**config.mk**
```make
export PLATFORM = sky130hd
export DESIGN_NAME = gpr_file
export DESIGN_NICKNAME = d
export VERILOG_FILES = /design/src/rtl/gpr_file_pkg.sv /design/src/rtl/gpr_imm_map.sv /design/src/rtl/gpr_ds_decode.sv /design/src/rtl/gpr_storage.sv /design/src/rtl/gpr_file.sv
export SDC_FILE = /design/constraint.sdc
export NUM_CORES = 1
export LEC_CHECK = 0
export BUFFER_PORTS_ARGS = -buffer_cell sky130_fd_sc_hd__buf_2
export CORE_MARGIN = 2
export CORE_UTILIZATION = 45
export DETAILED_ROUTE_END_ITERATION = 8
export HOLD_SLACK_MARGIN = 0.03
export PLACE_DENSITY_LB_ADDON = 0.25
export SYNTH_ARGS = -nofsm -noshare
export SYNTH_HDL_FRONTEND = slang
export SYNTH_SLANG_ARGS = --single-unit
```
**constraint.sdc**
```tcl
create_clock -name clk -period 3.6 [get_ports clk]
set_input_delay 0.54 -clock clk [delete_from_list [all_inputs] [get_ports clk]]
set_output_delay 0.54 -clock clk [all_outputs]
set_load 0.1 [all_outputs]
```
**src/rtl/gpr_file_pkg.sv**
```systemverilog
package gpr_file_pkg;

  typedef enum logic [1:0] {
    RGN_REG  = 2'd0,
    RGN_IO   = 2'd1,
    RGN_SRAM = 2'd2,
    RGN_OOR  = 2'd3
  } ds_region_e;

  localparam int unsigned PTR_PAIRS = 3;

endpackage

```
**src/rtl/gpr_imm_map.sv**
```systemverilog
module gpr_imm_map #(
  parameter int unsigned IDX_W = 5
) (
  input  logic             imm_mode,
  input  logic [IDX_W-1:0] raw_idx,
  output logic [IDX_W-1:0] eff_idx
);

  always_comb begin
    if (imm_mode) begin
      eff_idx = {1'b1, raw_idx[IDX_W-2:0]};
    end else begin
      eff_idx = raw_idx;
    end
  end

endmodule

```
**src/rtl/gpr_ds_decode.sv**
```systemverilog
module gpr_ds_decode
  import gpr_file_pkg::*;
#(
  parameter int unsigned AW       = 16,
  parameter int unsigned REG_TOP  = 31,
  parameter int unsigned IO_TOP   = 'h5F,
  parameter int unsigned SRAM_TOP = 'hFFF
) (
  input  logic [AW-1:0] addr,
  output ds_region_e    region
);

  localparam logic [AW-1:0] REG_TOP_A  = AW'(REG_TOP);
  localparam logic [AW-1:0] IO_TOP_A   = AW'(IO_TOP);
  localparam logic [AW-1:0] SRAM_TOP_A = AW'(SRAM_TOP);

  always_comb begin
    if (addr <= REG_TOP_A) begin
      region = RGN_REG;
    end else if (addr <= IO_TOP_A) begin
      region = RGN_IO;
    end else if (addr <= SRAM_TOP_A) begin
      region = RGN_SRAM;
    end else begin
      region = RGN_OOR;
    end
  end

endmodule

```
**src/rtl/gpr_storage.sv**
```systemverilog
module gpr_storage #(
  parameter int unsigned NUM_REGS = 32,
  parameter int unsigned DW       = 8,
  parameter int unsigned NPTR     = 3,
  parameter int unsigned PSW      = 2,
  localparam int unsigned IDX_W    = $clog2(NUM_REGS),
  localparam int unsigned PTR_BASE = NUM_REGS - 2 * NPTR
) (
  input  logic             clk,
  input  logic             rst_n,
  input  logic             alu_we,
  input  logic [IDX_W-1:0] alu_idx,
  input  logic [DW-1:0]    alu_d,
  input  logic             st_we,
  input  logic [IDX_W-1:0] st_idx,
  input  logic [DW-1:0]    st_d,
  input  logic             ptr_we,
  input  logic [PSW-1:0]   ptr_sel,
  input  logic [2*DW-1:0]  ptr_d,
  input  logic [IDX_W-1:0] rd_a_idx,
  output logic [DW-1:0]    rd_a_q,
  input  logic [IDX_W-1:0] rd_b_idx,
  output logic [DW-1:0]    rd_b_q,
  input  logic [IDX_W-1:0] ds_idx,
  output logic [DW-1:0]    ds_q,
  output logic [2*DW-1:0]  ptr_q
);

  logic [NUM_REGS-1:0][DW-1:0] regs_w;

  for (genvar i = 0; i < NUM_REGS; i++) begin : g_reg
    logic          ptr_hit;
    logic [DW-1:0] ptr_byte;
    logic          alu_hit;
    logic          st_hit;
    logic          reg_en;
    logic [DW-1:0] reg_d;
    logic [DW-1:0] reg_q;

    if (i >= PTR_BASE) begin : g_pair
      localparam int unsigned PIDX = (i - PTR_BASE) / 2;
      localparam bit          HI   = ((i - PTR_BASE) % 2) == 1;
      assign ptr_hit  = ptr_we && (ptr_sel == PSW'(PIDX));
      assign ptr_byte = HI ? ptr_d[2*DW-1:DW] : ptr_d[DW-1:0];
    end else begin : g_plain
      assign ptr_hit  = 1'b0;
      assign ptr_byte = '0;
    end

    assign alu_hit = alu_we && (alu_idx == IDX_W'(i));
    assign st_hit  = st_we && (st_idx == IDX_W'(i));

    // next-state: pointer > ALU byte > data-space store
    always_comb begin
      reg_en = ptr_hit || alu_hit || st_hit;
      if (ptr_hit) begin
        reg_d = ptr_byte;
      end else if (alu_hit) begin
        reg_d = alu_d;
      end else if (st_hit) begin
        reg_d = st_d;
      end else begin
        reg_d = reg_q;
      end
    end

    always_ff @(posedge clk or negedge rst_n) begin
      if (!rst_n) begin
        reg_q <= '0;
      end else if (reg_en) begin
        reg_q <= reg_d;
      end
    end

    assign regs_w[i] = reg_q;
  end

  assign rd_a_q = regs_w[rd_a_idx];
  assign rd_b_q = regs_w[rd_b_idx];
  assign ds_q   = regs_w[ds_idx];

  always_comb begin
    ptr_q = '0;
    for (int p = 0; p < NPTR; p++) begin
      if (ptr_sel == PSW'(p)) begin
        ptr_q = {regs_w[PTR_BASE + 2*p + 1], regs_w[PTR_BASE + 2*p]};
      end
    end
  end

endmodule

```
**src/rtl/gpr_file.sv**
```systemverilog
module gpr_file
  import gpr_file_pkg::*;
#(
  parameter int unsigned NUM_REGS = 32,
  parameter int unsigned DW       = 8,
  parameter int unsigned AW       = 16,
  parameter int unsigned IO_TOP   = 'h5F,
  parameter int unsigned SRAM_TOP = 'hFFF,
  localparam int unsigned IDX_W   = $clog2(NUM_REGS),
  localparam int unsigned PSW     = 2
) (
  input  logic             clk,
  input  logic             rst_n,
  input  logic             alu_imm,
  input  logic [IDX_W-1:0] rd_a_idx,
  output logic [DW-1:0]    rd_a_data,
  input  logic [IDX_W-1:0] rd_b_idx,
  output logic [DW-1:0]    rd_b_data,
  input  logic             wr_en,
  input  logic [IDX_W-1:0] wr_idx,
  input  logic [DW-1:0]    wr_data,
  input  logic [PSW-1:0]   ptr_sel,
  output logic [2*DW-1:0]  ptr_rd_data,
  input  logic             ptr_wr_en,
  input  logic [2*DW-1:0]  ptr_wr_data,
  input  logic [AW-1:0]    ds_addr,
  input  logic             ds_rd_en,
  input  logic             ds_wr_en,
  input  logic [DW-1:0]    ds_wdata,
  output logic [DW-1:0]    ds_rdata,
  output logic [AW-1:0]    sram_addr,
  output logic             sram_rd_en,
  output logic             sram_wr_en,
  output logic [DW-1:0]    sram_wdata,
  input  logic [DW-1:0]    sram_rdata,
  output logic             io_hit,
  output logic             oor_flag
);

  logic [IDX_W-1:0] eff_a_idx;
  logic [IDX_W-1:0] eff_wr_idx;
  ds_region_e       region;
  logic [DW-1:0]    ds_reg_q;
  logic             ds_any;
  logic             st_we;

  gpr_imm_map #(.IDX_W(IDX_W)) i_map_a (
    .imm_mode (alu_imm),
    .raw_idx  (rd_a_idx),
    .eff_idx  (eff_a_idx)
  );

  gpr_imm_map #(.IDX_W(IDX_W)) i_map_w (
    .imm_mode (alu_imm),
    .raw_idx  (wr_idx),
    .eff_idx  (eff_wr_idx)
  );

  gpr_ds_decode #(
    .AW       (AW),
    .REG_TOP  (NUM_REGS - 1),
    .IO_TOP   (IO_TOP),
    .SRAM_TOP (SRAM_TOP)
  ) i_dec (
    .addr   (ds_addr),
    .region (region)
  );

  assign ds_any = ds_rd_en || ds_wr_en;
  assign st_we  = ds_wr_en && (region == RGN_REG);

  gpr_storage #(
    .NUM_REGS (NUM_REGS),
    .DW       (DW),
    .NPTR     (PTR_PAIRS),
    .PSW      (PSW)
  ) i_store (
    .clk      (clk),
    .rst_n    (rst_n),
    .alu_we   (wr_en),
    .alu_idx  (eff_wr_idx),
    .alu_d    (wr_data),
    .st_we    (st_we),
    .st_idx   (ds_addr[IDX_W-1:0]),
    .st_d     (ds_wdata),
    .ptr_we   (ptr_wr_en),
    .ptr_sel  (ptr_sel),
    .ptr_d    (ptr_wr_data),
    .rd_a_idx (eff_a_idx),
    .rd_a_q   (rd_a_data),
    .rd_b_idx (rd_b_idx),
    .rd_b_q   (rd_b_data),
    .ds_idx   (ds_addr[IDX_W-1:0]),
    .ds_q     (ds_reg_q),
    .ptr_q    (ptr_rd_data)
  );

  always_comb begin
    sram_addr  = ds_addr;
    sram_wdata = ds_wdata;
    sram_rd_en = ds_rd_en && (region == RGN_SRAM);
    sram_wr_en = ds_wr_en && (region == RGN_SRAM);
    io_hit     = ds_any && (region == RGN_IO);
    oor_flag   = ds_any && (region == RGN_OOR);
    ds_rdata   = '0;
    if (ds_rd_en) begin
      if (region == RGN_REG) begin
        ds_rdata = ds_reg_q;
      end else if (region == RGN_SRAM) begin
        ds_rdata = sram_rdata;
      end
    end
  end

endmodule

```
==> out/summary.txt <==
DR vias/cell - 6.75
share of cells above drive strength 1 - 30.7%
DR WL met2 - 33500 um
Startpoint Class - input pin
prevailing post-synth register cell - dfrtp_1
Total GRT Usage - 33.9%
Placed Instances - 2521
CP Max Fanout - 35
Area growth syn-to-layout - 15.0%
worst vdd ir - 0.321 mV
H-tree level count - 2
Clock Skew - 0 ns
register area share after synthesis - 32.2%
dpl hpwl - 55900 um
# setup viols final - 0
Worst slew margin - 27.3%
Bufs on Longest Clock Path - 3
wl on met1 - 29900 um
maximum clock rate - 0.282 GHz
Clock Latency Late Sink - 0.55 ns
die span in x - 214 um
CTS Buf Count - 34
largest net degree at the start of global routing - 97
initial antenna violation count - 2
Initial Util - 45.3%
Arr. time, crit path - 3.00 ns
synthesized area per cell - 10.5 sq um
Gate Count Post-Synth - 1888
Post-CTS Setup Inserts - 0
Synth Warn # - 0
final wirelength - 77600 um
Largest regs - i_store.g.reg_q (256)
first-pass GRT wire length - 116000 um
Yosys top cell by area - dfrtp_1
Mapped Area - 19900 sq um
grt ovf - 0
register bit count reported by yosys - 256
vias in the first global route - 16921
cts hold-fix bufs - 0
hold crit path type - in2async
Mapped Nets - 1968
post-CTS sizing - 0
RSZ-0062 raised after global routing - false
top cells by area, synth - dfrtp_1 32%, mux4_2 22%, mux2i_1 14%
max cap viols - 0
die area - 45900 sq um
met3 WL - 10800 um
Design Area, Final - 22900 sq um
clk slew on worst S/H paths - 0.05 ns
Rows - 77
post-route ant nets - 0
wire per inst - 30.1 um
diodes inserted - 0
Netlist cell types - 60
type of the worst setup path - in2out
CORE AREA - 43900 sq um
static leakage - 10.3 nW
I/O Buffers - 147
DIE HEIGHT - 214 um
Post-synth EDFFs - 0
non-filler cells, final - 2580
Synth top area share - 32.2%
gpl congestion - 0.976
# IOs - 148
Vias - 17418
Final Hold Viols - 0
TritonRoute pass-1 iters - 6
number of flip-flops in the largest register - 256
Critical Path RT - 3.06 ns
Remaining DRCs - 0
Tcrit/Tclk final - 98.4%
CTS root buf - clkbuf_16
status - finished clean
ys async rst share - 100%
CP Capture Type - output port
pwr dens - 521 nW/um^2
CTS tree - yes
post-placement cell area - 21800 sq um
Final #Nets - 2045
Final Max Tran Viols - 0
Tightest Pin Transition - 1.09 ns
largest reg by FF count - i_store.g.reg_q
final hold slack - 0.0490 ns
uppermost layer routed - met5
clock period minus worst slack - 3.54 ns
DR iter-0 viols - 2454
clk sinks - 256
==> report_power, final <==
group          total, mW  switching [mW]  internal [mW]
registers           4.44           0.947           3.50
logic               3.97            2.21           1.76
clock network       3.51            1.41           2.10
==> cells in the final DEF (no fill, tap or decap), types with 5 or more instances in the layout <==
cell and count:
and2_1 5, nand3b_1 5, a311oi_1 5, or3_1 5
o21ai_1 27, a22o_1 6, nor3_1 7, nor2b_1 20
a221oi_1 6, nand4_1 6, mux2_4 32, clkbuf_8 5
clkbuf_16 35, nand2_1 210, nand3_1 13, clkinv_2 7
buf_4 91, mux2i_1 282, mux4_2 192, a311oi_4 7
a31oi_1 49, o2111ai_1 6, and3_1 8, nand2b_1 5
a211oi_1 9, o21ai_0 63, a32oi_1 5, buf_12 28
buf_2 134, mux2_2 36, clkbuf_1 7, a21oi_1 148
nand3_2 9, nor2_1 196, o221ai_1 9, dfrtp_1 256
==> final cells by class <==
cell class              count  area, sq um
flip-flops and latches    256         6410
well taps                 592          741
fillers                  3929        21100
multi-input cells        1419        12700
repair buffers            254         1930
clock inverters            12          141
clock buffers              47          971
==> Yosys cell counts (3+ instances only) <==
| cell | count |
|---|---|
| nor2b_1 | 20 |
| nand3_2 | 9 |
| and3_1 | 8 |
| o2111ai_1 | 6 |
| nor2_2 | 3 |
| nand2b_1 | 5 |
| buf_4 | 24 |
| and2_1 | 5 |
| o221ai_1 | 9 |
| nor4_1 | 3 |
| a221oi_1 | 6 |
| o21ai_0 | 79 |
| buf_2 | 38 |
| nand4_1 | 6 |
| a22oi_1 | 4 |
| nor2_1 | 196 |
| buf_6 | 3 |
| dfrtp_1 | 256 |
| nor3_1 | 10 |
| a211oi_1 | 9 |
| nand3_1 | 13 |
| a211o_1 | 4 |
| mux2i_1 | 282 |
| nand3b_1 | 5 |
| clkbuf_1 | 133 |
| a21oi_1 | 148 |
| mux2_4 | 32 |
| o21ai_1 | 11 |
| a31oi_1 | 49 |
| buf_1 | 15 |
| a32oi_1 | 5 |
| or3_1 | 5 |
| a311oi_1 | 13 |
| mux2_2 | 36 |
| nand2_1 | 210 |
| mux4_2 | 192 |
| a22o_1 | 6 |
==> logic make-up (layout without fill, tap and decap cells) <==
logic type	Yosys count	after routing	synth area share, %
buffers and inverters	213	313	4.82
DFF	256	256	32.2
xor gates and xnor gates	1	1	0.0440
AOI/OAI and AO/OA	357	357	10.8
and+or+nand+nor	519	519	11.8
muxes	542	542	40.4
==> through the flow <==
stage                     TNS (ns)  utilization (%)  setup WS [ns]  total power [mW]
after floorplan             -0.331                -         -0.331              7.04
after global placement           0             49.5          0.167              8.23
after detailed placement         0             49.5          0.152              8.33
after CTS                        0             52.1          0.151              11.8
after global routing             0             52.1        0.00241              12.3
final                            0             52.1         0.0587              11.9
==> worst max-delay path: stages <==
cell and delay, ns:
buf_4 0.51, buf_4 0.31, mux4_2 0.35, mux2_2 0.29
o221ai_1 0.53, a311oi_4 0.20, buf_12 0.21
==> path summary, 6_finish.rpt <==
check,startpoint,to,slack (ns),cells past startpoint
max reg2reg,i_store.g_reg[26].reg_q[4]$_DFFE_PN0P_,i_store.g_reg[26].reg_q[4]$_DFFE_PN0P_,2.53,2
min,rst_n,i_store.g_reg[11].reg_q[2]$_DFFE_PN0P_,0.05,1
max in group asynchronous,rst_n,i_store.g_reg[16].reg_q[1]$_DFFE_PN0P_,2.68,2
min in group clk,ptr_wr_data[9],i_store.g_reg[29].reg_q[1]$_DFFE_PN0P_,0.37,4
min reg2reg,i_store.g_reg[16].reg_q[6]$_DFFE_PN0P_,i_store.g_reg[16].reg_q[6]$_DFFE_PN0P_,0.58,2
max,ds_addr[1],ds_rdata[3],0.06,7
==> per-layer routing <==
metal  up-vias  GRT usage [%]
met3       242           11.4
met2      1352           49.5
met5         -              0
li1       7238              -
met4         6           13.0
met1      8580           46.6
Power figures use the tool's default switching activity.
